<file path="config.mk">
export PLATFORM = sky130hd
export DESIGN_NAME = pwr_mode_seq
export DESIGN_NICKNAME = d
export VERILOG_FILES = /design/src/rtl/pwr_mode_pkg.sv /design/src/rtl/pwr_dom_seq.sv /design/src/rtl/pwr_mode_ctrl.sv /design/src/rtl/pwr_mode_seq.sv
export SDC_FILE = /design/constraint.sdc
export NUM_CORES = 1
export LEC_CHECK = 0
export BUFFER_PORTS_ARGS = -buffer_cell sky130_fd_sc_hd__buf_2
export CAP_MARGIN = 20
export CORE_MARGIN = 3
export CORE_UTILIZATION = 60
export DETAILED_ROUTE_END_ITERATION = 7
export GPL_ROUTABILITY_DRIVEN = 0
export GPL_TIMING_DRIVEN = 1
export HOLD_SLACK_MARGIN = 0.06
export PLACE_DENSITY = 0.83
export SLEW_MARGIN = 10
export SYNTH_ARGS = -nofsm -noshare
export SYNTH_HDL_FRONTEND = slang
export SYNTH_SLANG_ARGS = --single-unit
</file>
<file path="constraint.sdc">
create_clock -name clk -period 4.8 [get_ports clk]
set_input_delay 0 -clock clk [delete_from_list [all_inputs] [get_ports clk]]
set_output_delay 0 -clock clk [all_outputs]
set_load 0.05 [all_outputs]
</file>
<file path="src/rtl/pwr_mode_pkg.sv">
// Shared types and mode decoding for the power mode sequencer.
// Assumes exactly two switchable regions; index 0 is isolation-0.
package pwr_mode_pkg;

    localparam int NDOM = 2;
    localparam int MW   = 3;

    localparam logic [MW-1:0] PM_RUN     = 3'd0;
    localparam logic [MW-1:0] PM_HALT    = 3'd1;
    localparam logic [MW-1:0] PM_STOP    = 3'd2;
    localparam logic [MW-1:0] PM_DEEP    = 3'd3;
    localparam logic [MW-1:0] PM_RUN_X1  = 3'd4;
    localparam logic [MW-1:0] PM_HALT_X1 = 3'd5;
    localparam logic [MW-1:0] PM_STOP_X1 = 3'd6;

    // Settled state a region is asked to reach.
    typedef enum logic [1:0] {
        DT_ON    = 2'd0,
        DT_GATED = 2'd1,
        DT_OFF   = 2'd2
    } dtgt_t;

    // A code names a mode unless it is the one spare value.
    function automatic logic mode_legal(input logic [MW-1:0] m);
        return m != 3'd7;
    endfunction

    // Modes in which the CPU clock may run.
    function automatic logic cpu_runs(input logic [MW-1:0] m);
        return (m == PM_RUN) || (m == PM_RUN_X1);
    endfunction

    // Modes from which a wake returns to Run.
    function automatic logic is_low_power(input logic [MW-1:0] m);
        return mode_legal(m) && !cpu_runs(m);
    endfunction

    // Per-region settled state demanded by a mode.
    function automatic dtgt_t dom_target(input logic [MW-1:0] m, input int unsigned idx);
        dtgt_t t;
        if (idx == 0) begin
            case (m)
                PM_STOP, PM_STOP_X1: t = DT_GATED;
                PM_DEEP:             t = DT_OFF;
                default:             t = DT_ON;
            endcase
        end else begin
            case (m)
                PM_RUN, PM_HALT: t = DT_ON;
                PM_STOP:         t = DT_GATED;
                default:         t = DT_OFF;
            endcase
        end
        return t;
    endfunction

endpackage

</file>
<file path="src/rtl/pwr_dom_seq.sv">
// Sequencer for one switchable region.
// Moves the region between clocked, stopped and unpowered states in a
// fixed order: clock, mask, reset, switch on the way down, reversed on the
// way up, with SETTLE cycles of settle time after the switch acknowledge.
// Assumes the target is held stable until at_tgt is seen.
module pwr_dom_seq
    import pwr_mode_pkg::*;
#(
    parameter int SETTLE = 4
) (
    input  logic  clk,
    input  logic  rst_n,
    input  dtgt_t tgt,
    input  logic  sw_ack,
    output logic  sw_en,
    output logic  iso_mask,
    output logic  dom_rst_n,
    output logic  clk_en,
    output logic  at_tgt
);

    localparam int CW = (SETTLE < 2) ? 1 : $clog2(SETTLE);
    localparam logic [CW-1:0] CNT_LOAD = CW'(SETTLE - 1);

    typedef enum logic [3:0] {
        DS_ON        = 4'd0,
        DS_GATED     = 4'd1,
        DS_DN_MASK   = 4'd2,
        DS_DN_RST    = 4'd3,
        DS_DN_SW     = 4'd4,
        DS_OFF       = 4'd5,
        DS_UP_SW     = 4'd6,
        DS_UP_SETTLE = 4'd7,
        DS_UP_RST    = 4'd8
    } dstate_t;

    dstate_t        st_q, st_d;
    logic [CW-1:0]  cnt_q, cnt_d;

    // Next-state selection for the region step sequence.
    always_comb begin
        st_d  = st_q;
        cnt_d = cnt_q;
        case (st_q)
            DS_ON:        if (tgt != DT_ON) st_d = DS_GATED;
            DS_GATED: begin
                if (tgt == DT_ON)       st_d = DS_ON;
                else if (tgt == DT_OFF) st_d = DS_DN_MASK;
            end
            DS_DN_MASK:   st_d = DS_DN_RST;
            DS_DN_RST:    st_d = DS_DN_SW;
            DS_DN_SW:     if (!sw_ack) st_d = DS_OFF;
            DS_OFF:       if (tgt != DT_OFF) st_d = DS_UP_SW;
            DS_UP_SW: begin
                if (sw_ack) begin
                    st_d  = DS_UP_SETTLE;
                    cnt_d = CNT_LOAD;
                end
            end
            DS_UP_SETTLE: begin
                if (cnt_q == '0) st_d = DS_UP_RST;
                else             cnt_d = cnt_q - 1'b1;
            end
            DS_UP_RST:    st_d = DS_GATED;
            default:      st_d = DS_OFF;
        endcase
    end

    // State and settle counter registers.
    always_ff @(posedge clk) begin
        if (!rst_n) begin
            st_q  <= DS_ON;
            cnt_q <= '0;
        end else begin
            st_q  <= st_d;
            cnt_q <= cnt_d;
        end
    end

    // Output decode per step.
    always_comb begin
        sw_en     = 1'b1;
        iso_mask  = 1'b1;
        dom_rst_n = 1'b0;
        clk_en    = 1'b0;
        case (st_q)
            DS_ON: begin
                iso_mask  = 1'b0;
                dom_rst_n = 1'b1;
                clk_en    = 1'b1;
            end
            DS_GATED: begin
                iso_mask  = 1'b0;
                dom_rst_n = 1'b1;
            end
            DS_DN_MASK:   dom_rst_n = 1'b1;
            DS_DN_RST:    dom_rst_n = 1'b0;
            DS_DN_SW:     sw_en = 1'b0;
            DS_OFF:       sw_en = 1'b0;
            DS_UP_SW:     dom_rst_n = 1'b0;
            DS_UP_SETTLE: dom_rst_n = 1'b0;
            DS_UP_RST:    dom_rst_n = 1'b1;
            default:      sw_en = 1'b0;
        endcase
    end

    // Arrival flag for the mode controller.
    always_comb begin
        case (tgt)
            DT_ON:    at_tgt = (st_q == DS_ON);
            DT_GATED: at_tgt = (st_q == DS_GATED);
            DT_OFF:   at_tgt = (st_q == DS_OFF);
            default:  at_tgt = 1'b0;
        endcase
    end

endmodule

</file>
<file path="src/rtl/pwr_mode_ctrl.sv">
// Mode controller: accepts requests and wakes, selects the target mode,
// waits for every region to arrive, then publishes the mode code.
// Requests and wakes seen during a change are held for the idle cycle
// that follows it; a wake outranks a request.
module pwr_mode_ctrl
    import pwr_mode_pkg::*;
(
    input  logic          clk,
    input  logic          rst_n,
    input  logic          req_valid,
    input  logic [MW-1:0] req_mode,
    input  logic          wake,
    input  logic          all_done,
    output logic [MW-1:0] act_mode,
    output logic [MW-1:0] mode_stat,
    output logic          busy
);

    logic          in_seq;
    logic          req_pend;
    logic [MW-1:0] pend_mode;
    logic          wake_pend;
    logic          req_ok;
    logic [MW-1:0] req_sel;
    logic          req_hit;
    logic          wake_hit;

    // Select the request to act on in an idle cycle.
    always_comb begin
        req_ok   = req_valid && mode_legal(req_mode);
        req_sel  = req_ok ? req_mode : pend_mode;
        req_hit  = (req_ok || req_pend) && (req_sel != mode_stat);
        wake_hit = (wake || wake_pend) && is_low_power(mode_stat);
    end

    // Mode change control, hold registers and published mode.
    always_ff @(posedge clk) begin
        if (!rst_n) begin
            in_seq    <= 1'b0;
            act_mode  <= PM_RUN;
            mode_stat <= PM_RUN;
            req_pend  <= 1'b0;
            pend_mode <= PM_RUN;
            wake_pend <= 1'b0;
        end else if (!in_seq) begin
            if (wake_hit) begin
                act_mode <= PM_RUN;
                in_seq   <= 1'b1;
            end else if (req_hit) begin
                act_mode <= req_sel;
                in_seq   <= 1'b1;
            end
            req_pend  <= 1'b0;
            wake_pend <= 1'b0;
        end else begin
            if (req_ok) begin
                req_pend  <= 1'b1;
                pend_mode <= req_mode;
            end
            if (wake) wake_pend <= 1'b1;
            if (all_done) begin
                mode_stat <= act_mode;
                in_seq    <= 1'b0;
            end
        end
    end

    assign busy = in_seq;

endmodule

</file>
<file path="src/rtl/pwr_mode_seq.sv">
// Top of the power mode sequencer: one mode controller and one region
// sequencer per switchable region. The CPU clock runs only in the settled
// run modes. Assumes sw_ack follows sw_en with a finite delay.
module pwr_mode_seq
    import pwr_mode_pkg::*;
#(
    parameter int SETTLE_D0 = 4,
    parameter int SETTLE_D1 = 6
) (
    input  logic       clk,
    input  logic       rst_n,
    input  logic       req_valid,
    input  logic [2:0] req_mode,
    input  logic       wake,
    input  logic [1:0] sw_ack,
    output logic [1:0] sw_en,
    output logic [1:0] iso_mask,
    output logic [1:0] dom_rst_n,
    output logic [1:0] dom_clk_en,
    output logic       cpu_clk_en,
    output logic [2:0] mode_stat,
    output logic       busy
);

    logic [MW-1:0]   act_mode;
    logic [NDOM-1:0] dom_done;

    pwr_mode_ctrl u_ctrl (
        .clk       (clk),
        .rst_n     (rst_n),
        .req_valid (req_valid),
        .req_mode  (req_mode),
        .wake      (wake),
        .all_done  (&dom_done),
        .act_mode  (act_mode),
        .mode_stat (mode_stat),
        .busy      (busy)
    );

    for (genvar g = 0; g < NDOM; g++) begin : g_dom
        localparam int ST = (g == 0) ? SETTLE_D0 : SETTLE_D1;
        dtgt_t tgt;
        assign tgt = dom_target(act_mode, g);
        pwr_dom_seq #(.SETTLE(ST)) u_seq (
            .clk       (clk),
            .rst_n     (rst_n),
            .tgt       (tgt),
            .sw_ack    (sw_ack[g]),
            .sw_en     (sw_en[g]),
            .iso_mask  (iso_mask[g]),
            .dom_rst_n (dom_rst_n[g]),
            .clk_en    (dom_clk_en[g]),
            .at_tgt    (dom_done[g])
        );
    end

    assign cpu_clk_en = !busy && cpu_runs(mode_stat);

endmodule

</file>
# After elaboration in Yosys (flattened, before gate mapping)
# Index checks and enable logic that the tools add are counted.
# word_totals
register_bits	25
out_inout_bits	13
elab_cells	137
# classes
addsub	2
eq_ne	44
muxes	41
bitwise	1
reduce_logical	39
# op_table
op	count
4-bit case mux with 9 select lines	2
4-bit two-way mux	14
4-bit by 3-bit == test with 1-bit output (second input constant)	8
4-bit by 2-bit == test with 1-bit output (second input constant)	4
2-bit inequality test (second input constant)	8
3-bit two-way mux	5
7-bit OR reduction	2
1-bit two-way mux	12
2-bit by 1-bit inequality test with 1-bit output (second input constant)	6
2-bit case mux with 2 select lines	3
6-bit AND reduction	2
2-bit nonzero test	5
3-bit zero test	3
3-bit AND reduction	3
4-bit by 1-bit == test with 1-bit output (second input constant)	2
4-bit == test (second input constant)	2
4-bit zero test	2
2-bit OR reduction	4
4-bit OR reduction	2
3-bit by 2-bit == test with 1-bit output (second input constant)	2
3-bit == test (second input constant)	2
2-bit zero test	3
3-bit by 1-bit inequality test with 1-bit output (second input constant)	2
3-bit inequality test (second input constant)	2
14 further kinds	27

# Longest topological paths before layout
# Gate-level depths: netlist (run 1).
# logic_depth
depth_word	8
mapped_depth	7

# Modules after synthesis
# From an unflattened synthesis (run 1), not the netlist that was laid out.
# hier_totals
hier_cells	190
hier_area_um2	1587.8
# modules_own_cells
module	instances	cells_each	area_each_um2
pwr_mode_ctrl	1	67	594.3
pwr_dom_seq at g_dom[1].u_seq	1	63	491.7
pwr_dom_seq at g_dom[0].u_seq	1	54	454.2
pwr_mode_seq	1	6	47.5

# Worst setup path after synthesis (run 1)
# OpenSTA, ideal clock, no wires.
# synth_path
path_kind	reg-to-output
start	register u_ctrl.in_seq (netlist: u_ctrl.busy)
end	output port cpu_clk_en
t_arrival_ps	1842
t_required_ps	4800
path_slack_ps	2958
path_stages_with_launch	3
n_path_buf	1
cell_sequence	dfxtp_1 > clkbuf_1 > nor3_1
# synth_via
elab_chain_len	2
# synth_lines
element	line_no	source
start: declaration	pwr_mode_ctrl.sv:19	logic in_seq;
start signal: assignment	pwr_mode_ctrl.sv:39	in_seq <= 1'b0;
start signal: assignment	pwr_mode_ctrl.sv:48	in_seq <= 1'b1;
start signal: assignment	pwr_mode_ctrl.sv:51	in_seq <= 1'b1;
1-bit zero test	n/a	
1-bit logical AND	pwr_mode_seq.sv:57	assign cpu_clk_en = !busy && cpu_runs(mode_stat);
end: declaration	pwr_mode_seq.sv:20	output logic cpu_clk_en,
# Every way passes these cells.

# Final worst setup path (run 1)
# layout_path
start	register g_dom[1].u_seq.st_q[1]
end	register u_ctrl.mode_stat[1]
# layout_via
elab_chain_len	3
elab_cells_between_ends	5
classes_between	eq/ne (2); mux (1); reduce/logical (2)
# layout_lines
element	line_no	source
start: declaration	pwr_dom_seq.sv:37	dstate_t st_q, st_d;
start signal: assignment	pwr_dom_seq.sv:75	st_q <= st_d;
4-bit by 3-bit == test with 1-bit output (tied with other cells)	pwr_dom_seq.sv:112	DT_OFF: at_tgt = (st_q == DS_OFF);
1-bit case mux with 3 select lines (*)	pwr_dom_seq.sv:109	case (tgt)
3-bit AND reduction (no source line) (*)	n/a	
end signal: assignment	pwr_mode_ctrl.sv:62	mode_stat <= act_mode;
end: declaration	pwr_mode_ctrl.sv:15	output logic [MW-1:0] mode_stat,
# Mark *: on every way between the ends. The rest lies on a longest branch, timed or not.
# A chain may end at the register's enable or synchronous reset.

==> impl_metrics.ini, run 1 <==
[setup_path]
endpoint_kind = flip-flop
r2r_cells = 5
startpoint_type = flip-flop
reg2reg_slack_ns = 2.83
r2r_end = u_ctrl.mode_stat[1]
r2r_start = g_dom[1].u_seq.st_q[1]
cp.required_ns = 5.04
path_max_fanout = 11
worstSetupPathType = reg2reg
arrival_ns = 2.21

[power]
peakVddDrop_mv = 0.427
powerDensity_nw_per_um2 = 491
p_int_uw = 397
p_sw_frac = 0.502
clkPwrFrac = 0.113
netSwitchingPower_uw = 400
pwr-share-comb = 0.522
p_leak_nw = 0.619
power_frac_seq = 0.365

[clock_tree]
clock_sinks = 25
numCtsBuffers = 3
path_clk_slew_ns = 0.13
clock_latency_ns = 0.31
cts_resized = 0
clk_path_buf_depth = 2
cts_setup_buffers = 0
cts_hold_buf = 2
clockRootBuffer = clkbuf_4
cts_tree = yes
htree_levels = 1

[die]
die_w_um = 56.6
dieArea_um2 = 3200
num_io_pins = 22
die_y_um = 56.6
rows = 17
core_area_um2 = 2320
start_util = 0.662

[run_status]
status = finished, final reports clean

[final_layout]
layout.cells.non_filler = 230
final_layout_size_suffix_gt1_frac = 0.153
fin_area_um2 = 1620
final_util = 0.700
n_antenna_cell = 0
syn2layout_area_growth_pct = 5.71
num-nets-final = 215

[sta]
slew_viol_final = 0
fin_crit_sh = 0.411
skew_ns = 0.00669
maxSlewHeadroom = 0.647
max_freq_mhz = 506
rsz0062_at_grt = false
finalHoldViolCount = 0
finalSetupViolations = 0
fin_tns_setup_ns = 0
post-route-min-period_ns = 1.97
worstMarginPinSlew_ns = 0.529
finalWorstSetupSlack_ns = 2.83

[drt]
drtIter0Drc = 56
viasPerCell = 6.16
drc_errors = 0
dr.pass1.iters = 4
wl_per_cell_um = 13.7
dr_total_vias = 1417
finalWirelength_mm = 3.16
final_antenna_net_count = 0

[global_routing]
grt_max_degree = 17
antenna_found_initial = 0
grt_first_pass_wirelength_mm = 5.64
grt.total_usage = 0.214
grt_remaining_overflow = 0
grt_pass1_vias = 1338

[synth]
syn_inst = 191
yosys_warnings = 0
yosys.area.top_type = dfxtp_1
mappedNetlistArea_um2 = 1540
ys_seq_elements = 25
synth_cell_types = 52
ys.flop_type = dfxtp_1
ys_seq_area_frac = 0.326
synth_edf_count = 0
synthArstFlopShare = 0
syn_nets = 203
synth_area_leaders = dfxtp_1, nor2_1, mux2i_1
syn_area_per_cell_um2 = 8.04
yosysTopAreaCellShare = 0.326

[min_path]
hold_path_class = in2reg
hold_depth = 3
holdPathEnd = u_ctrl.req_pend
hold_path_startpoint = req_valid

[job]
drv_cap = 0

[placement]
dp_slack_ns = 2.86
dp_cells = 224
io_buffers = 21
placed_cell_area_um2 = 1580
hpwl_mm = 2.49
-- how the worst max path moves through the flow --
stage                                       from             endpoint  slack [ns]  cells after the start
after floorplan                      u_ctrl.busy           cpu_clk_en        2.96                      2
after CTS                 g_dom[1].u_seq.st_q[1]  u_ctrl.mode_stat[1]        2.84                      5
after global routing      g_dom[1].u_seq.st_q[1]  u_ctrl.mode_stat[1]        2.72                      5
after detailed placement  g_dom[1].u_seq.st_q[1]  u_ctrl.mode_stat[1]        2.86                      5
after global placement    g_dom[1].u_seq.st_q[1]  u_ctrl.mode_stat[1]        2.99                      5
final                     g_dom[1].u_seq.st_q[1]  u_ctrl.mode_stat[1]        2.83                      5
-- worst max-delay path, cell delays in order (launching register included) --
cell and delay [ns]:
dfxtp_1 0.43, or4_1 0.55, a211o_1 0.31, o21ai_1 0.08, and3b_1 0.28, mux2i_1 0.25
-- cells in the mapped netlist, types with 3 or more instances --
cell type / number
o21ai_0: 3
nand2_1: 12
ha_1: 3
mux2i_1: 8
or3_1: 3
nand4b_1: 3
nor3_1: 4
inv_1: 12
o2bb2ai_1: 3
o21a_1: 4
nor2_1: 28
and3b_1: 3
dfxtp_1: 25
a211oi_1: 5
nor2b_1: 3
nand3_1: 6
buf_4: 8
nand2b_1: 5
a21oi_1: 8
clkbuf_1: 5
-- through the flow --
step	total power, mW	hold slack, ns
global route	0.852	0.113
finish	0.797	0.0881
floorplan	0.687	0.116
global placement	0.700	0.218
CTS	0.801	0.0770
detailed placement	0.711	0.227
-- power by group through the flow --
stage                     registers (mW)  logic [mW]  clock network, mW
final                              0.291       0.416             0.0897
after global routing               0.299       0.452              0.101
after CTS                          0.290       0.418             0.0929
after detailed placement           0.295       0.416                  0
after global placement             0.291       0.409                  0
after floorplan                    0.266       0.421                  0
-- registers in the layout, summed over array words and instances (netlist names) --
register	flops
u_ctrl.act_mode	3
u_ctrl.mode_stat	3
u_ctrl.pend_mode	3
g_dom.u_seq.st_q	8
g_dom.u_seq.cnt_q	5
u_ctrl.req_pend	1
u_ctrl.busy	1
u_ctrl.wake_pend	1
-- metal layers --
layer / share of wire / global-route usage / routed length [µm] / vias up
met4: 0.011 / 0.0746 / 35 / 0
met5: 0 / 0 / 0 / -
li1: - / - / - / 705
met3: 0.040 / 0.0230 / 125 / 4
met1: 0.44 / 0.269 / 1400 / 678
met2: 0.51 / 0.373 / 1600 / 30
-- logic make-up (layout without fill, tap and decap cells) --
| logic type | count (synthesis) | after routing | share of synthesized area |
|---|---|---|---|
| AOI/OAI and AO/OA | 46 | 46 | 0.223 |
| xor gates and xnor gates | 3 | 3 | 0.0171 |
| adders and majority gates | 4 | 4 | 0.0310 |
| buffers and inverters | 28 | 39 | 0.0945 |
| DFF | 25 | 25 | 0.326 |
| muxes | 8 | 8 | 0.0522 |
| and+or+nand+nor | 77 | 77 | 0.257 |
-- layout make-up --
cell class	instances	area, µm²
fillers	194	696
multi-input cells	138	890
repair buffers	23	125
clock inverters	1	5.00
well taps	28	35.0
flip-flops and latches	25	500
clock buffers	3	22.5
inverters	12	45.0
-- placed cells by master (no fill, tap or decap), drive strengths merged, types with 5 or more instances in the layout --
| cell type | instances |
|---|---|
| nor2 | 28 |
| buf | 21 |
| a211oi | 5 |
| dfxtp | 25 |
| mux2i | 8 |
| inv | 12 |
| o21ai | 5 |
| nand2b | 5 |
| a21oi | 9 |
| nand2 | 12 |
| nand3 | 6 |
(Power assumes the default switching activity.)
==> run 2: changes to the inputs <==
CORE_UTILIZATION = 51   (was 60)
PLACE_DENSITY = 0.75   (was 0.83)
clock period = 1.7 ns   (was 4.8 ns; I/O delays follow)
==> run 2 against run 1 <==
  * Sequential power grew to 2.6 times the previous value
  * Sequential share of layout area decreased by 3.6 points
  * Largest cell class unchanged
  * Cell area rose by 15%
  * Critical path depth did not move
  * Total power grew to 3.2 times the previous value
  * Clock power grew to 3.1 times the previous value
  * Global-route usage up 0.40 points
  * Combinational power increased to 3.6 times the previous value
  * Highest routed layer unchanged
  * Critical endpoint is now u_ctrl.mode_stat[0]
  * The flow now finishes with violations (negative setup slack)
  * Utilization decreased by 3.7 points
==> impl_metrics.ini, run 2 (synthesis results as in run 1) <==
[drt]
dr_total_vias = 1480
drc_errors = 0
dr.pass1.iters = 4
finalWirelength_mm = 3.71
final_antenna_net_count = 0
drtIter0Drc = 70
wl_per_cell_um = 14.6
viasPerCell = 5.85

[clock_tree]
clockRootBuffer = clkbuf_4
clk_path_buf_depth = 2
path_clk_slew_ns = 0.15
clock_sinks = 25
cts_tree = yes
numCtsBuffers = 3
htree_levels = 1
clock_latency_ns = 0.33

[run_status]
status = finished with violations
violations = negative setup slack

[setup_path]
r2r_cells = 5
reg2reg_slack_ns = -0.05
cp_cell_sequence = or4_4 > a211o_1 > o21ai_1 > and3b_2 > mux2i_1
slowest_stage = or4_4
arrival_ns = 2.02
startpoint_type = flip-flop
cp.required_ns = 1.96
cp_num_buf_inv = 0
max_stage_delay_ns = 0.52
crit_family = simple AND/OR/NAND/NOR gates
worstSetupPathType = reg2reg
path_max_fanout = 4
r2r_end = u_ctrl.mode_stat[0]
endpoint_kind = flip-flop
r2r_start = g_dom[1].u_seq.st_q[2]

[final_layout]
layout.cells.non_filler = 253
top_regs = g_dom.u_seq.st_q: 8 flops, g_dom.u_seq.cnt_q: 5 flops
n_antenna_cell = 0
mostFrequentLayoutCell = nor2_1
final_layout_size_suffix_gt1_frac = 0.293
final_cell_mix = nor2_1, dfxtp_1, buf_2, buf_4
top_register = g_dom.u_seq.st_q
syn2layout_area_growth_pct = 21.1
largest_register_ffs = 8
num-nets-final = 235

[power]
p_sw_frac = 0.489
pwr-share-comb = 0.593
peakVddDrop_mv = 1.69
powerDensity_nw_per_um2 = 1360
p_int_mw = 1.29
power_frac_seq = 0.295
p_leak_nw = 0.740
netSwitchingPower_mw = 1.24
clkPwrFrac = 0.111

[placement]
dp_slack_ns = -0.0907
io_buffers = 21
hpwl_mm = 2.71
dp_cells = 246

[global_routing]
grt_pass1_vias = 1429
grt_first_pass_wirelength_mm = 6.20
grt.total_usage = 0.218
grt_remaining_overflow = 0
antenna_found_initial = 0
grt_max_degree = 17

[die]
dieArea_um2 = 3700
core_area_um2 = 2810
die_y_um = 60.9
rows = 19
num_io_pins = 22
die_w_um = 60.9
start_util = 0.547

[sta]
fin_crit_sh = 1.03
finalSetupViolations = 4
skew_ns = 0.00848
worstMarginPinSlew_ns = 0.580
max_freq_mhz = 570
maxSlewHeadroom = 0.613
slew_viol_final = 0
rsz0062_at_grt = true
finalHoldViolCount = 0
post-route-min-period_ns = 1.75
finalWorstSetupSlack_ns = -0.0547

[min_path]
hold_depth = 4
holdPathEnd = u_ctrl.req_pend
hold_path_startpoint = req_mode[0]
hold_path_class = in2reg

[job]
drv_cap = 0
-- run 2: cell count changes in the layout (fill, tap and decap cells not counted), moves of 2 or more --
cell     previous run  this run
nor4b_2             0         2
nor3_2              0         2
buf_4               0        20
dfxtp_1            25        20
nor4b_1             2         0
dfxtp_2             0         5
nor3_1              4         2
-- run 2: worst max-delay path by stage --
stage / from / end / slack (ns) / cells past startpoint
after floorplan: u_ctrl.mode_stat[0] / u_ctrl.act_mode[0] / 0.02 / 4
after global placement: g_dom[1].u_seq.st_q[1] / u_ctrl.mode_stat[1] / -0.002 / 5
after detailed placement: g_dom[1].u_seq.st_q[1] / u_ctrl.mode_stat[0] / -0.09 / 5
after CTS: g_dom[1].u_seq.st_q[2] / u_ctrl.mode_stat[0] / -0.05 / 5
after global routing: g_dom[1].u_seq.st_q[2] / u_ctrl.mode_stat[0] / -0.12 / 5
final: g_dom[1].u_seq.st_q[2] / u_ctrl.mode_stat[0] / -0.05 / 5
-- run 2: repair_timing --
action | CTS | global route
pin swaps | 3 | 3
hold buffers | 3 | 0
endpoints found under the hold margin | 6 | 0
resized for setup | 8 | 9
setup endpoints to repair | 11 | 14
buffers inserted | 0 | 0
-- run 2: tightest hold or removal path, cell delays in order --
cell and delay [ns]:
buf_2 0.12, nand3_1 0.07, a21oi_1 0.12, nor2_1 0.08
-- run 2: power groups by stage --
stage | logic (mW) | clock network [mW] | registers, mW
after floorplan | 1.19 | 0 | 0.750
after global placement | 1.39 | 0 | 0.748
after detailed placement | 1.41 | 0 | 0.753
after CTS | 1.45 | 0.286 | 0.740
after global routing | 1.61 | 0.316 | 0.764
final | 1.50 | 0.282 | 0.748
-- run 2: final cells by class --
| cell class | count | area [µm²] |
|---|---|---|
| clock buffers | 3 | 22.5 |
| clock inverters | 1 | 7.51 |
| fillers | 239 | 946 |
| inverters | 12 | 45.0 |
| multi-input cells | 138 | 958 |
| flip-flops and latches | 25 | 507 |
| well taps | 31 | 38.8 |
| repair buffers | 43 | 280 |
-- run 2: stage by stage --
| step | utilization | hold slack [ns] | cell area, µm² | total power, mW | setup TNS (ns) |
|---|---|---|---|---|---|
| 2_1_floorplan | - | 0.116 | 1540 | 1.94 | 0 |
| 3_3_place_gp | 0.616 | 0.222 | 1730 | 2.14 | -0.00366 |
| 3_5_place_dp | 0.616 | 0.243 | 1730 | 2.17 | -0.357 |
| 4_1_cts | 0.650 | 0.0817 | 1820 | 2.48 | -0.128 |
| 5_1_grt | 0.663 | 0.136 | 1860 | 2.69 | -0.450 |
| 6_report | 0.663 | 0.0935 | 1860 | 2.53 | -0.155 |
-- run 2: routing by layer --
metal	vias up	share of wire	track usage
met1	695	0.44	0.276
met5	-	0	0
met2	45	0.51	0.374
met4	0	0.0084	0.0557
met3	4	0.040	0.0468
li1	736	-	-
==> run 3: changes to the inputs <==
SETUP_SLACK_MARGIN = 0.02   (was unset)
==> run 3 against run 2 <==
  * The flow still finishes with violations (negative setup slack)
  * Die area unchanged
  * Utilization increased by 0.49 points
  * Total power increased by 2.4%
  * First-iteration DRC count increased by 33%
  * Critical path depth unchanged
==> impl_metrics.ini, run 3 (synthesis results as in run 1) <==
[final_layout]
top_register = g_dom.u_seq.st_q
fillCellCount = 240
num-nets-final = 236
multi_input_area_um2 = 958
final_layout_size_suffix_gt1_frac = 0.296
fin_area_um2 = 1870
largest_register_ffs = 8
ff_latch_area_um2 = 507
top_regs = g_dom.u_seq.st_q: 8 flops, g_dom.u_seq.cnt_q: 5 flops
n_antenna_cell = 0
final_cell_mix = nor2_1, dfxtp_1, buf_4
mostFrequentLayoutCell = nor2_1
syn2layout_area_growth_pct = 22.0

[sta]
finalHoldViolCount = 0
max_freq_mhz = 568
finalWorstSetupSlack_ns = -0.0599
finalSetupViolations = 5
fin_crit_sh = 1.04
fin_tns_setup_ns = -0.209
slew_viol_final = 0
skew_ns = 0.0103
rsz0062_at_grt = true
worstMarginPinSlew_ns = 0.579
maxSlewHeadroom = 0.613
post-route-min-period_ns = 1.76
timing.hold.ws_ns = 0.0937

[placement]
dp_slack_ns = -0.0907
placed_cell_area_um2 = 1730
hpwl_mm = 2.71
io_buffers = 21

[global_routing]
grt.met2_usage = 0.374
grt_remaining_overflow = 0
met1_usage = 0.276
grt_first_pass_wirelength_mm = 6.20
use_met3 = 0.0468
grt_max_degree = 17
grt_most_used_layer = met2
grt.total_usage = 0.218
antenna_found_initial = 0
grt_pass1_vias = 1429

[die]
num_io_pins = 22
start_util = 0.547
die_w_um = 60.9
dieArea_um2 = 3700
die_y_um = 60.9
core_area_um2 = 2810
rows = 19

[drt]
drc_errors = 0
drtIter0Drc = 93
final_antenna_net_count = 0
finalWirelength_mm = 3.79
dr_total_vias = 1495
viasPerCell = 5.89
dr.pass1.iters = 4
wl_per_cell_um = 14.9

[setup_path]
startpoint_type = flip-flop
cp.required_ns = 1.96
path_max_fanout = 4
r2r_start = g_dom[1].u_seq.st_q[2]
worstSetupPathType = reg2reg
arrival_ns = 2.02
startpoint = g_dom[1].u_seq.st_q[2]
endpoint_kind = flip-flop

[power]
clkPwrFrac = 0.109
p_leak_nw = 0.748
power_frac_seq = 0.289
p_sw_frac = 0.485
pwr-share-comb = 0.602
peakVddDrop_mv = 1.69
p_int_mw = 1.34
netSwitchingPower_mw = 1.26
powerDensity_nw_per_um2 = 1390
total_power_mw = 2.59

[run_status]
violations = negative setup slack
status = finished with violations

[min_path]
hold_path_class = in2reg
hold_path_startpoint = req_mode[0]

[clock_tree]
htree_levels = 1
numCtsBuffers = 3
clock_sinks = 25
clock_latency_ns = 0.33
cts_tree = yes
path_clk_slew_ns = 0.15
clockRootBuffer = clkbuf_4
clk_path_buf_depth = 2

[job]
drv_cap = 0
## run 3: changes by cell type in the layout (fill, tap and decap cells not counted), sizes merged
cell,previous run,this run
clkbuf,3,4
## run 3: final cells by class
class	count	share of cell area
clock inverters	1	0.00401
inverters	12	0.0240
multi-input cells	138	0.512
well taps	31	0.0207
flip-flops and latches	25	0.271
clock buffers	3	0.0120
repair buffers	44	0.157
## run 3: critical path, stage by stage, from the launching register on
cell     delay, ns
dfxtp_2       0.35
or4_4         0.52
a211o_1       0.28
o21ai_1       0.08
and3b_2       0.26
mux2i_1       0.20
## run 3: power by group through the flow
stage          registers, mW  logic, mW  clock network (mW)
6_report               0.750       1.56               0.283
5_1_grt                0.765       1.67               0.316
4_1_cts                0.740       1.45               0.286
3_5_place_dp           0.753       1.41                   0
3_3_place_gp           0.748       1.39                   0
2_1_floorplan          0.750       1.19                   0
## run 3: path summary, 6_finish.rpt
| check | to | slack, ns | depth (start not counted) |
|---|---|---|---|
| setup / recovery | u_ctrl.mode_stat[0] | -0.06 | 5 |
| hold / removal | u_ctrl.req_pend | 0.09 | 4 |
| setup reg to reg | u_ctrl.mode_stat[0] | -0.06 | 5 |
| hold reg to reg | g_dom[0].u_seq.cnt_q[0] | 0.49 | 1 |
## run 3: through the flow
| step | std cells | utilization |
|---|---|---|
| after floorplan | 191 | - |
| after global placement | 246 | 0.616 |
| after detailed placement | 246 | 0.616 |
| after CTS | 253 | 0.651 |
| after global routing | 254 | 0.668 |
| final | 254 | 0.668 |
## run 3: timing repair
action / 4_1_cts / 5_1_grt
setup buffers: 0 / 1
setup endpoints to repair: 11 / 15
pin swaps: 3 / 4
endpoints found under the hold margin: 6 / 0
hold buffers: 3 / 0
resized for setup: 9 / 10
## run 3: per-layer routing
layer | part of all wire | routed length [µm]
met4 | 0.0082 | 31
met2 | 0.51 | 1920
met1 | 0.44 | 1650
met3 | 0.051 | 193
met5 | 0 | 0
